--- src/rtl/cfg_i2c_pkg.sv ---
package cfg_i2c_pkg;
  localparam int unsigned BYTE_W = 8;

  typedef enum logic [2:0] {
    PH_IDLE,
    PH_RX,
    PH_ACK,
    PH_TX,
    PH_MACK
  } phase_e;
endpackage

--- src/rtl/cfg_i2c_line_mon.sv ---
module cfg_i2c_line_mon #(
  parameter int unsigned SYNC_STAGES = 2
) (
  input  logic clk_i,
  input  logic rst_ni,
  input  logic scl_i,
  input  logic sda_i,
  output logic scl_o,
  output logic sda_o,
  output logic scl_rise_o,
  output logic scl_fall_o,
  output logic start_o,
  output logic stop_o
);
  logic [SYNC_STAGES-1:0] scl_ff, sda_ff;
  logic scl_d, sda_d;

  always_ff @(posedge clk_i or negedge rst_ni) begin
    if (!rst_ni) begin
      scl_ff <= '1;
      sda_ff <= '1;
      scl_d  <= 1'b1;
      sda_d  <= 1'b1;
    end else begin
      scl_ff <= {scl_ff[SYNC_STAGES-2:0], scl_i};
      sda_ff <= {sda_ff[SYNC_STAGES-2:0], sda_i};
      scl_d  <= scl_ff[SYNC_STAGES-1];
      sda_d  <= sda_ff[SYNC_STAGES-1];
    end
  end

  assign scl_o      = scl_ff[SYNC_STAGES-1];
  assign sda_o      = sda_ff[SYNC_STAGES-1];
  assign scl_rise_o = scl_o & ~scl_d;
  assign scl_fall_o = ~scl_o & scl_d;
  // SDA edges while SCL is high mark bus conditions
  assign start_o    = scl_o & scl_d & sda_d & ~sda_o;
  assign stop_o     = scl_o & scl_d & ~sda_d & sda_o;
endmodule

--- src/rtl/cfg_i2c_regfile.sv ---
module cfg_i2c_regfile #(
  parameter int unsigned NUM_REGS  = 6,
  parameter int unsigned STRAP_W   = 4,
  parameter int unsigned STRAP_REG = 4,
  parameter int unsigned STRAP_LSB = 4,
  parameter logic [NUM_REGS*8-1:0] RST_VAL = '0,
  localparam int unsigned IDX_W = $clog2(NUM_REGS),
  localparam int unsigned SEL_W = $clog2(NUM_REGS + 2)
) (
  input  logic                  clk_i,
  input  logic                  rst_ni,
  input  logic                  wr_en_i,
  input  logic [IDX_W-1:0]      wr_idx_i,
  input  logic [7:0]            wr_data_i,
  input  logic [SEL_W-1:0]      rd_sel_i,
  input  logic [STRAP_W-1:0]    strap_i,
  output logic [7:0]            rd_data_o,
  output logic [NUM_REGS*8-1:0] regs_o
);
  logic [7:0] reg_q  [NUM_REGS];
  logic [7:0] view_w [NUM_REGS];

  for (genvar g = 0; g < NUM_REGS; g++) begin : g_reg
    always_ff @(posedge clk_i or negedge rst_ni) begin
      if (!rst_ni)
        reg_q[g] <= RST_VAL[g*8 +: 8];
      else if (wr_en_i && wr_idx_i == IDX_W'(g))
        reg_q[g] <= wr_data_i;
    end

    assign regs_o[g*8 +: 8] = reg_q[g];

    if (g == STRAP_REG) begin : g_strap
      always_comb begin
        view_w[g] = reg_q[g];
        view_w[g][STRAP_LSB +: STRAP_W] = ~strap_i;
      end
    end else begin : g_plain
      assign view_w[g] = reg_q[g];
    end
  end

  // sel 0: count byte, 1..N: registers, beyond: idle pattern
  always_comb begin
    rd_data_o = 8'hFF;
    if (rd_sel_i == '0) rd_data_o = 8'(NUM_REGS);
    for (int k = 0; k < NUM_REGS; k++) begin
      if (rd_sel_i == SEL_W'(k + 1)) rd_data_o = view_w[k];
    end
  end
endmodule

--- src/rtl/cfg_i2c_proto.sv ---
module cfg_i2c_proto
  import cfg_i2c_pkg::*;
#(
  parameter int unsigned NUM_REGS   = 6,
  parameter logic [6:0]  SLAVE_ADDR = 7'h69,
  parameter int unsigned HDR_BYTES  = 2,
  localparam int unsigned IDX_W    = $clog2(NUM_REGS),
  localparam int unsigned SEL_W    = $clog2(NUM_REGS + 2),
  localparam int unsigned SEL_MAX  = NUM_REGS + 1,
  localparam int unsigned WCNT_MAX = HDR_BYTES + NUM_REGS,
  localparam int unsigned WCNT_W   = $clog2(WCNT_MAX + 1)
) (
  input  logic             clk_i,
  input  logic             rst_ni,
  input  logic             rx_bit_i,
  input  logic             scl_rise_i,
  input  logic             scl_fall_i,
  input  logic             start_i,
  input  logic             stop_i,
  input  logic [7:0]       rd_data_i,
  output logic             sda_oe_o,
  output logic             wr_en_o,
  output logic [IDX_W-1:0] wr_idx_o,
  output logic [7:0]       wr_data_o,
  output logic [SEL_W-1:0] rd_sel_o
);
  phase_e            phase_q;
  logic [3:0]        bit_cnt_q;
  logic [7:0]        sh_q;
  logic              is_addr_q, rw_q, nack_q, oe_q;
  logic [WCNT_W-1:0] wcnt_q;
  logic [SEL_W-1:0]  sel_q;
  logic              wr_en_q;
  logic [IDX_W-1:0]  wr_idx_q;
  logic [7:0]        wr_data_q;
  logic              data_slot;

  assign data_slot = (wcnt_q >= WCNT_W'(HDR_BYTES)) && (wcnt_q < WCNT_W'(WCNT_MAX));

  always_ff @(posedge clk_i or negedge rst_ni) begin
    if (!rst_ni) begin
      phase_q   <= PH_IDLE;
      bit_cnt_q <= '0;
      sh_q      <= '0;
      is_addr_q <= 1'b0;
      rw_q      <= 1'b0;
      nack_q    <= 1'b0;
      oe_q      <= 1'b0;
      wcnt_q    <= '0;
      sel_q     <= '0;
      wr_en_q   <= 1'b0;
      wr_idx_q  <= '0;
      wr_data_q <= '0;
    end else begin
      wr_en_q <= 1'b0;
      if (stop_i) begin
        phase_q <= PH_IDLE;
        oe_q    <= 1'b0;
      end else if (start_i) begin
        phase_q   <= PH_RX;
        bit_cnt_q <= '0;
        is_addr_q <= 1'b1;
        rw_q      <= 1'b0;
        oe_q      <= 1'b0;
        wcnt_q    <= '0;
        sel_q     <= '0;
      end else begin
        unique case (phase_q)
          PH_RX: begin
            if (scl_rise_i && bit_cnt_q != 4'd8) begin
              sh_q      <= {sh_q[6:0], rx_bit_i};
              bit_cnt_q <= bit_cnt_q + 4'd1;
            end else if (scl_fall_i && bit_cnt_q == 4'd8) begin
              if (is_addr_q) begin
                if (sh_q[7:1] == SLAVE_ADDR) begin
                  rw_q    <= sh_q[0];
                  oe_q    <= 1'b1;
                  phase_q <= PH_ACK;
                end else begin
                  phase_q <= PH_IDLE;
                end
              end else begin
                oe_q    <= 1'b1;
                phase_q <= PH_ACK;
                if (data_slot) begin
                  wr_en_q   <= 1'b1;
                  wr_idx_q  <= IDX_W'(wcnt_q - WCNT_W'(HDR_BYTES));
                  wr_data_q <= sh_q;
                end
                if (wcnt_q != WCNT_W'(WCNT_MAX)) wcnt_q <= wcnt_q + WCNT_W'(1);
              end
            end
          end
          PH_ACK: begin
            if (scl_fall_i) begin
              is_addr_q <= 1'b0;
              bit_cnt_q <= '0;
              if (rw_q) begin
                phase_q <= PH_TX;
                sh_q    <= rd_data_i;
                oe_q    <= ~rd_data_i[7];
              end else begin
                phase_q <= PH_RX;
                oe_q    <= 1'b0;
              end
            end
          end
          PH_TX: begin
            if (scl_fall_i) begin
              if (bit_cnt_q == 4'd7) begin
                oe_q    <= 1'b0;
                phase_q <= PH_MACK;
              end else begin
                sh_q      <= {sh_q[6:0], 1'b0};
                oe_q      <= ~sh_q[6];
                bit_cnt_q <= bit_cnt_q + 4'd1;
              end
            end
          end
          PH_MACK: begin
            if (scl_rise_i) begin
              nack_q <= rx_bit_i;
              // advance early so the next byte is ready at the falling edge
              if (!rx_bit_i && sel_q != SEL_W'(SEL_MAX)) sel_q <= sel_q + SEL_W'(1);
            end else if (scl_fall_i) begin
              bit_cnt_q <= '0;
              if (nack_q) begin
                phase_q <= PH_IDLE;
              end else begin
                phase_q <= PH_TX;
                sh_q    <= rd_data_i;
                oe_q    <= ~rd_data_i[7];
              end
            end
          end
          default: ;
        endcase
      end
    end
  end

  assign sda_oe_o  = oe_q;
  assign wr_en_o   = wr_en_q;
  assign wr_idx_o  = wr_idx_q;
  assign wr_data_o = wr_data_q;
  assign rd_sel_o  = sel_q;
endmodule

--- src/rtl/cfg_i2c_blkslave.sv ---
module cfg_i2c_blkslave #(
  parameter int unsigned NUM_REGS    = 6,
  parameter logic [6:0]  SLAVE_ADDR  = 7'h69,
  parameter int unsigned STRAP_W     = 4,
  parameter int unsigned SYNC_STAGES = 2,
  localparam int unsigned IDX_W = $clog2(NUM_REGS),
  localparam int unsigned SEL_W = $clog2(NUM_REGS + 2),
  localparam logic [NUM_REGS*8-1:0] RST_VAL = {{(NUM_REGS-1){8'hFF}}, 8'h00}
) (
  input  logic                  clk_i,
  input  logic                  rst_ni,
  input  logic                  scl_i,
  input  logic                  sda_i,
  output logic                  sda_oe_o,
  input  logic [STRAP_W-1:0]    strap_i,
  output logic [NUM_REGS*8-1:0] regs_o
);
  logic scl_s, sda_s, scl_rise, scl_fall, start_det, stop_det;
  logic wr_en;
  logic [IDX_W-1:0] wr_idx;
  logic [7:0] wr_data, rd_data;
  logic [SEL_W-1:0] rd_sel;

  cfg_i2c_line_mon #(.SYNC_STAGES(SYNC_STAGES)) u_line (
    .clk_i      (clk_i),
    .rst_ni     (rst_ni),
    .scl_i      (scl_i),
    .sda_i      (sda_i),
    .scl_o      (scl_s),
    .sda_o      (sda_s),
    .scl_rise_o (scl_rise),
    .scl_fall_o (scl_fall),
    .start_o    (start_det),
    .stop_o     (stop_det)
  );

  cfg_i2c_proto #(.NUM_REGS(NUM_REGS), .SLAVE_ADDR(SLAVE_ADDR), .HDR_BYTES(2)) u_proto (
    .clk_i      (clk_i),
    .rst_ni     (rst_ni),
    .rx_bit_i   (sda_s),
    .scl_rise_i (scl_rise),
    .scl_fall_i (scl_fall),
    .start_i    (start_det),
    .stop_i     (stop_det),
    .rd_data_i  (rd_data),
    .sda_oe_o   (sda_oe_o),
    .wr_en_o    (wr_en),
    .wr_idx_o   (wr_idx),
    .wr_data_o  (wr_data),
    .rd_sel_o   (rd_sel)
  );

  cfg_i2c_regfile #(
    .NUM_REGS (NUM_REGS),
    .STRAP_W  (STRAP_W),
    .STRAP_REG(4),
    .STRAP_LSB(4),
    .RST_VAL  (RST_VAL)
  ) u_regs (
    .clk_i    (clk_i),
    .rst_ni   (rst_ni),
    .wr_en_i  (wr_en),
    .wr_idx_i (wr_idx),
    .wr_data_i(wr_data),
    .rd_sel_i (rd_sel),
    .strap_i  (strap_i),
    .rd_data_o(rd_data),
    .regs_o   (regs_o)
  );
endmodule

--- config.mk ---
export PLATFORM = sky130hd
export DESIGN_NAME = cfg_i2c_blkslave
export DESIGN_NICKNAME = d
export VERILOG_FILES = /design/src/rtl/cfg_i2c_pkg.sv /design/src/rtl/cfg_i2c_line_mon.sv /design/src/rtl/cfg_i2c_regfile.sv /design/src/rtl/cfg_i2c_proto.sv /design/src/rtl/cfg_i2c_blkslave.sv
export SDC_FILE = /design/constraint.sdc
export NUM_CORES = 1
export LEC_CHECK = 0
export BUFFER_PORTS_ARGS = -buffer_cell sky130_fd_sc_hd__buf_4
export CAP_MARGIN = 10
export CORE_MARGIN = 1.5
export CORE_UTILIZATION = 30
export CTS_CLUSTER_DIAMETER = 30
export DETAILED_ROUTE_END_ITERATION = 10
export SETUP_SLACK_MARGIN = 0.05
export SYNTH_ARGS = -nofsm -noshare
export SYNTH_HDL_FRONTEND = slang
export SYNTH_SLANG_ARGS = --single-unit
export TNS_END_PERCENT = 1
--- constraint.sdc ---
create_clock -name clk_i -period 3.3 [get_ports clk_i]
set_input_delay 0.33 -clock clk_i [delete_from_list [all_inputs] [get_ports clk_i]]
set_output_delay 0.33 -clock clk_i [all_outputs]
set_load 0.03 [all_outputs]
==> summary.md <==
| Metric | Value |
|---|---|
| Status | finished, final reports clean |
| Initial core utilization | 0.307 |
| Clk_lat worst skew | 340 ps |
| Deepest clock path buffer count | 2 |
| Synthesized cell area | 4670 um2 |
| CP required | 3530 ps |
| Place WS | 741 ps |
| Rel. slew slack | 0.367 |
| Final core utilization | 0.371 |
| Max-Cap Viols | 0 |
| Vias post-DR | 3481 |
| Peak supply drop | 0.236 mV |
| First-pass GRT wire length | 19.3 mm |
| Max Slew Vio Count | 0 |
| Final #Nets | 493 |
| CTS Hold Bufs | 0 |
| Fmax | 386 MHz |
| Hold slack | 91.2 ps |
| Grt ovf | 0 |
| CP Max Fanout | 15 |
| Avg Cell Area, Syn | 11.2 um2 |
| Gr usage total | 0.153 |
| Clock transition at path regs | 70 ps |
| Critical path's top delay family | simple AND/OR/NAND/NOR gates |
| Post-DRT Antenna Nets | 0 |
| WL final | 11.9 mm |
| TNS Setup | 0 ps |
| Crit end category | flop |
| Num rows | 45 |
| Main synth FF type | dfstp_2 |
| Post-CTS Setup Bufs | 0 |
| DR iter-0 viols | 252 |
| Crit path DAT | 2820 ps |
| CTS buffer count | 9 |
| Reg2reg start | u_proto.phase_q[0] |
| CTS resizes | 0 |
| RSZ-0062 raised after global routing | false |
| Max stage delay cell, worst path | or4b_1 |
| Power, Total | 2610 uW |
| Layout Area Growth over Synthesis | 20.7% |
| Total power divided by cell area | 462 nW/um2 |
| Chip Width | 128 um |
| R2R setup slack | 710 ps |
| Period utilisation layout | 0.785 |
| Worst slew pin tran | 950 ps |
| Unique masters post-synth | 60 |
| Share of layout cells above drive strength 1 | 0.414 |
| Crit-path cells | or3b_1, nor4_2, or4b_1, mux2_4 |
| Syn Nets | 437 |
| Hold Path Class | in2reg |
| Yosys reg bits | 92 |
| CP Buf/Inv Count | 0 |
| Post-synthesis cell count | 417 |
| Leak pwr | 0.00253 uW |
| Startpoint of the worst hold path | scl_i |
| CP max stage delay | 770 ps |
| Vias/cell | 5.23 |
| CTS root buffer | clkbuf_16 |
| Die area | 16300 um2 |
| DRC viols | 0 |
| Critical path type | reg2reg |
| Final hold vios | 0 |
| Initial antenna violation count | 0 |
| Hold path cells | 1 |
| Core area | 15200 um2 |
| Clock sink count | 92 |
| Max H-tree Level | 3 |
| Final WS setup | 708 ps |
| Placer Congestion | 0.916 |
| Critical Path Source Type | flop |
| Buffers added on ports | 56 |
| Post-synth EDFFs | 0 |
| 1st-pass router iterations | 4 |
| # IOs | 57 |
| Hpwl dp | 8.57 mm |
| Seq/Total Area, Yosys | 0.505 |
| Wire per inst | 17.8 um |
| R2R cell count | 4 |
| Hold Path Sink | u_line.scl_ff[0] |
| Worst clock skew | 7.61 ps |
| Post-synth ARST share | 1.00 |
| Number of global-route vias before repair | 3477 |
| Worst R2R End | u_proto.wr_data_o[7] |
| Ant diodes | 0 |
| Commonest cells after routing, fill and taps aside | mux2_2 (63), buf_4 (62), nand2_1 (46), dfstp_2 (46), dfrtp_1 (46) |
| CTS tree | yes |
| Min Tclk post-route | 2590 ps |
| Setup violators final | 0 |
| Pin count of the biggest net entering global routing | 78 |
| Fillers | 1471 |
| Most common cell after layout, fill and taps aside | mux2_2 |
| Die H | 128 um |
| Synthesis warning total | 0 |
## state kept, by name (all words and copies together), names as in the netlist
name / count
u_line.scl_d: 1
u_line.scl_ff: 2
u_line.sda_d: 1
u_line.sda_ff: 2
u_proto.bit_cnt_q: 4
u_proto.is_addr_q: 1
u_proto.nack_q: 1
u_proto.phase_q: 3
u_proto.rd_sel_o: 3
u_proto.rw_q: 1
u_proto.sda_oe_o: 1
u_proto.sh_q: 8
u_proto.wcnt_q: 4
u_proto.wr_data_o: 8
u_proto.wr_en_o: 1
u_proto.wr_idx_o: 3
u_regs.regs_o: 48
## cells in the mapped netlist (8+ instances only)
master / n / area share
mux2_2: 63 / 0.15
dfrtp_1: 46 / 0.25
dfstp_2: 46 / 0.26
nand2_1: 46 / 0.037
nor2_1: 23 / 0.018
inv_1: 19 / 0.015
o21ai_0: 17 / 0.018
clkbuf_1: 13 / 0.010
ha_1: 12 / 0.032
nand3_1: 11 / 0.012
a21oi_1: 9 / 0.0096
o22ai_1: 8 / 0.011
## how the worst max path moves through the flow
stage,cells after the start,end,from
after floorplan,8,u_proto.sh_q[3],u_proto.rd_sel_o[2]
after global placement,4,u_proto.wr_data_o[5],u_proto.phase_q[1]
after detailed placement,4,u_proto.wr_data_o[7],u_proto.phase_q[0]
after CTS,4,u_proto.wr_data_o[7],u_proto.phase_q[0]
after global routing,5,u_proto.sh_q[0],u_proto.phase_q[0]
final,4,u_proto.wr_data_o[7],u_proto.phase_q[0]
## metrics by stage
stage          cell area, um2  instances
5_1_grt                  5640        666
3_5_place_dp             5300        650
2_1_floorplan            4670        417
6_report                 5640        666
3_3_place_gp             5300        650
4_1_cts                  5640        666
## worst register-to-register path, stage by stage, from the launching register on
cell,delay (ps)
dfrtp_1,610
or3b_1,410
nor4_2,280
or4b_1,770
mux2_4,400
## power by group
group | switching [uW] | total (uW) | internal [uW]
logic | 97.7 | 197 | 99.7
clock network | 456 | 1150 | 691
registers | 73.0 | 1260 | 1190
total | 627 | 2610 | 1980
## kinds of logic (layout without fill, tap and decap cells)
kind of cell / Yosys count / in the layout / synth area share
fa+ha+maj: 12 / 12 / 0.0321
xor+xnor: 4 / 4 / 0.00750
compound gates: 83 / 83 / 0.129
buf+inv: 37 / 98 / 0.0316
mux: 69 / 69 / 0.167
simple gates: 120 / 120 / 0.128
flops: 92 / 92 / 0.505
## layer usage
| metal | vias up | wire [um] | GRT usage |
|---|---|---|---|
| li1 | 1626 | - | - |
| met1 | 1743 | 5650 | 0.214 |
| met2 | 96 | 5510 | 0.235 |
| met3 | 16 | 499 | 0.0259 |
| met4 | 0 | 229 | 0.0635 |
| met5 | - | 0 | 0 |
## layout make-up
| cell class | count | area, um2 | share of cell area |
|---|---|---|---|
| Sequential cell | 92 | 2360 | 0.418 |
| Multi-Input combinational cell | 288 | 2170 | 0.384 |
| Timing Repair Buffer | 62 | 465 | 0.0825 |
| Clock buffer | 12 | 279 | 0.0495 |
| Tap cell | 188 | 235 | 0.0417 |
| Inverter | 20 | 75.1 | 0.0133 |
| Clock inverter | 4 | 58.8 | 0.0104 |
Power figures use the tool's default switching activity.
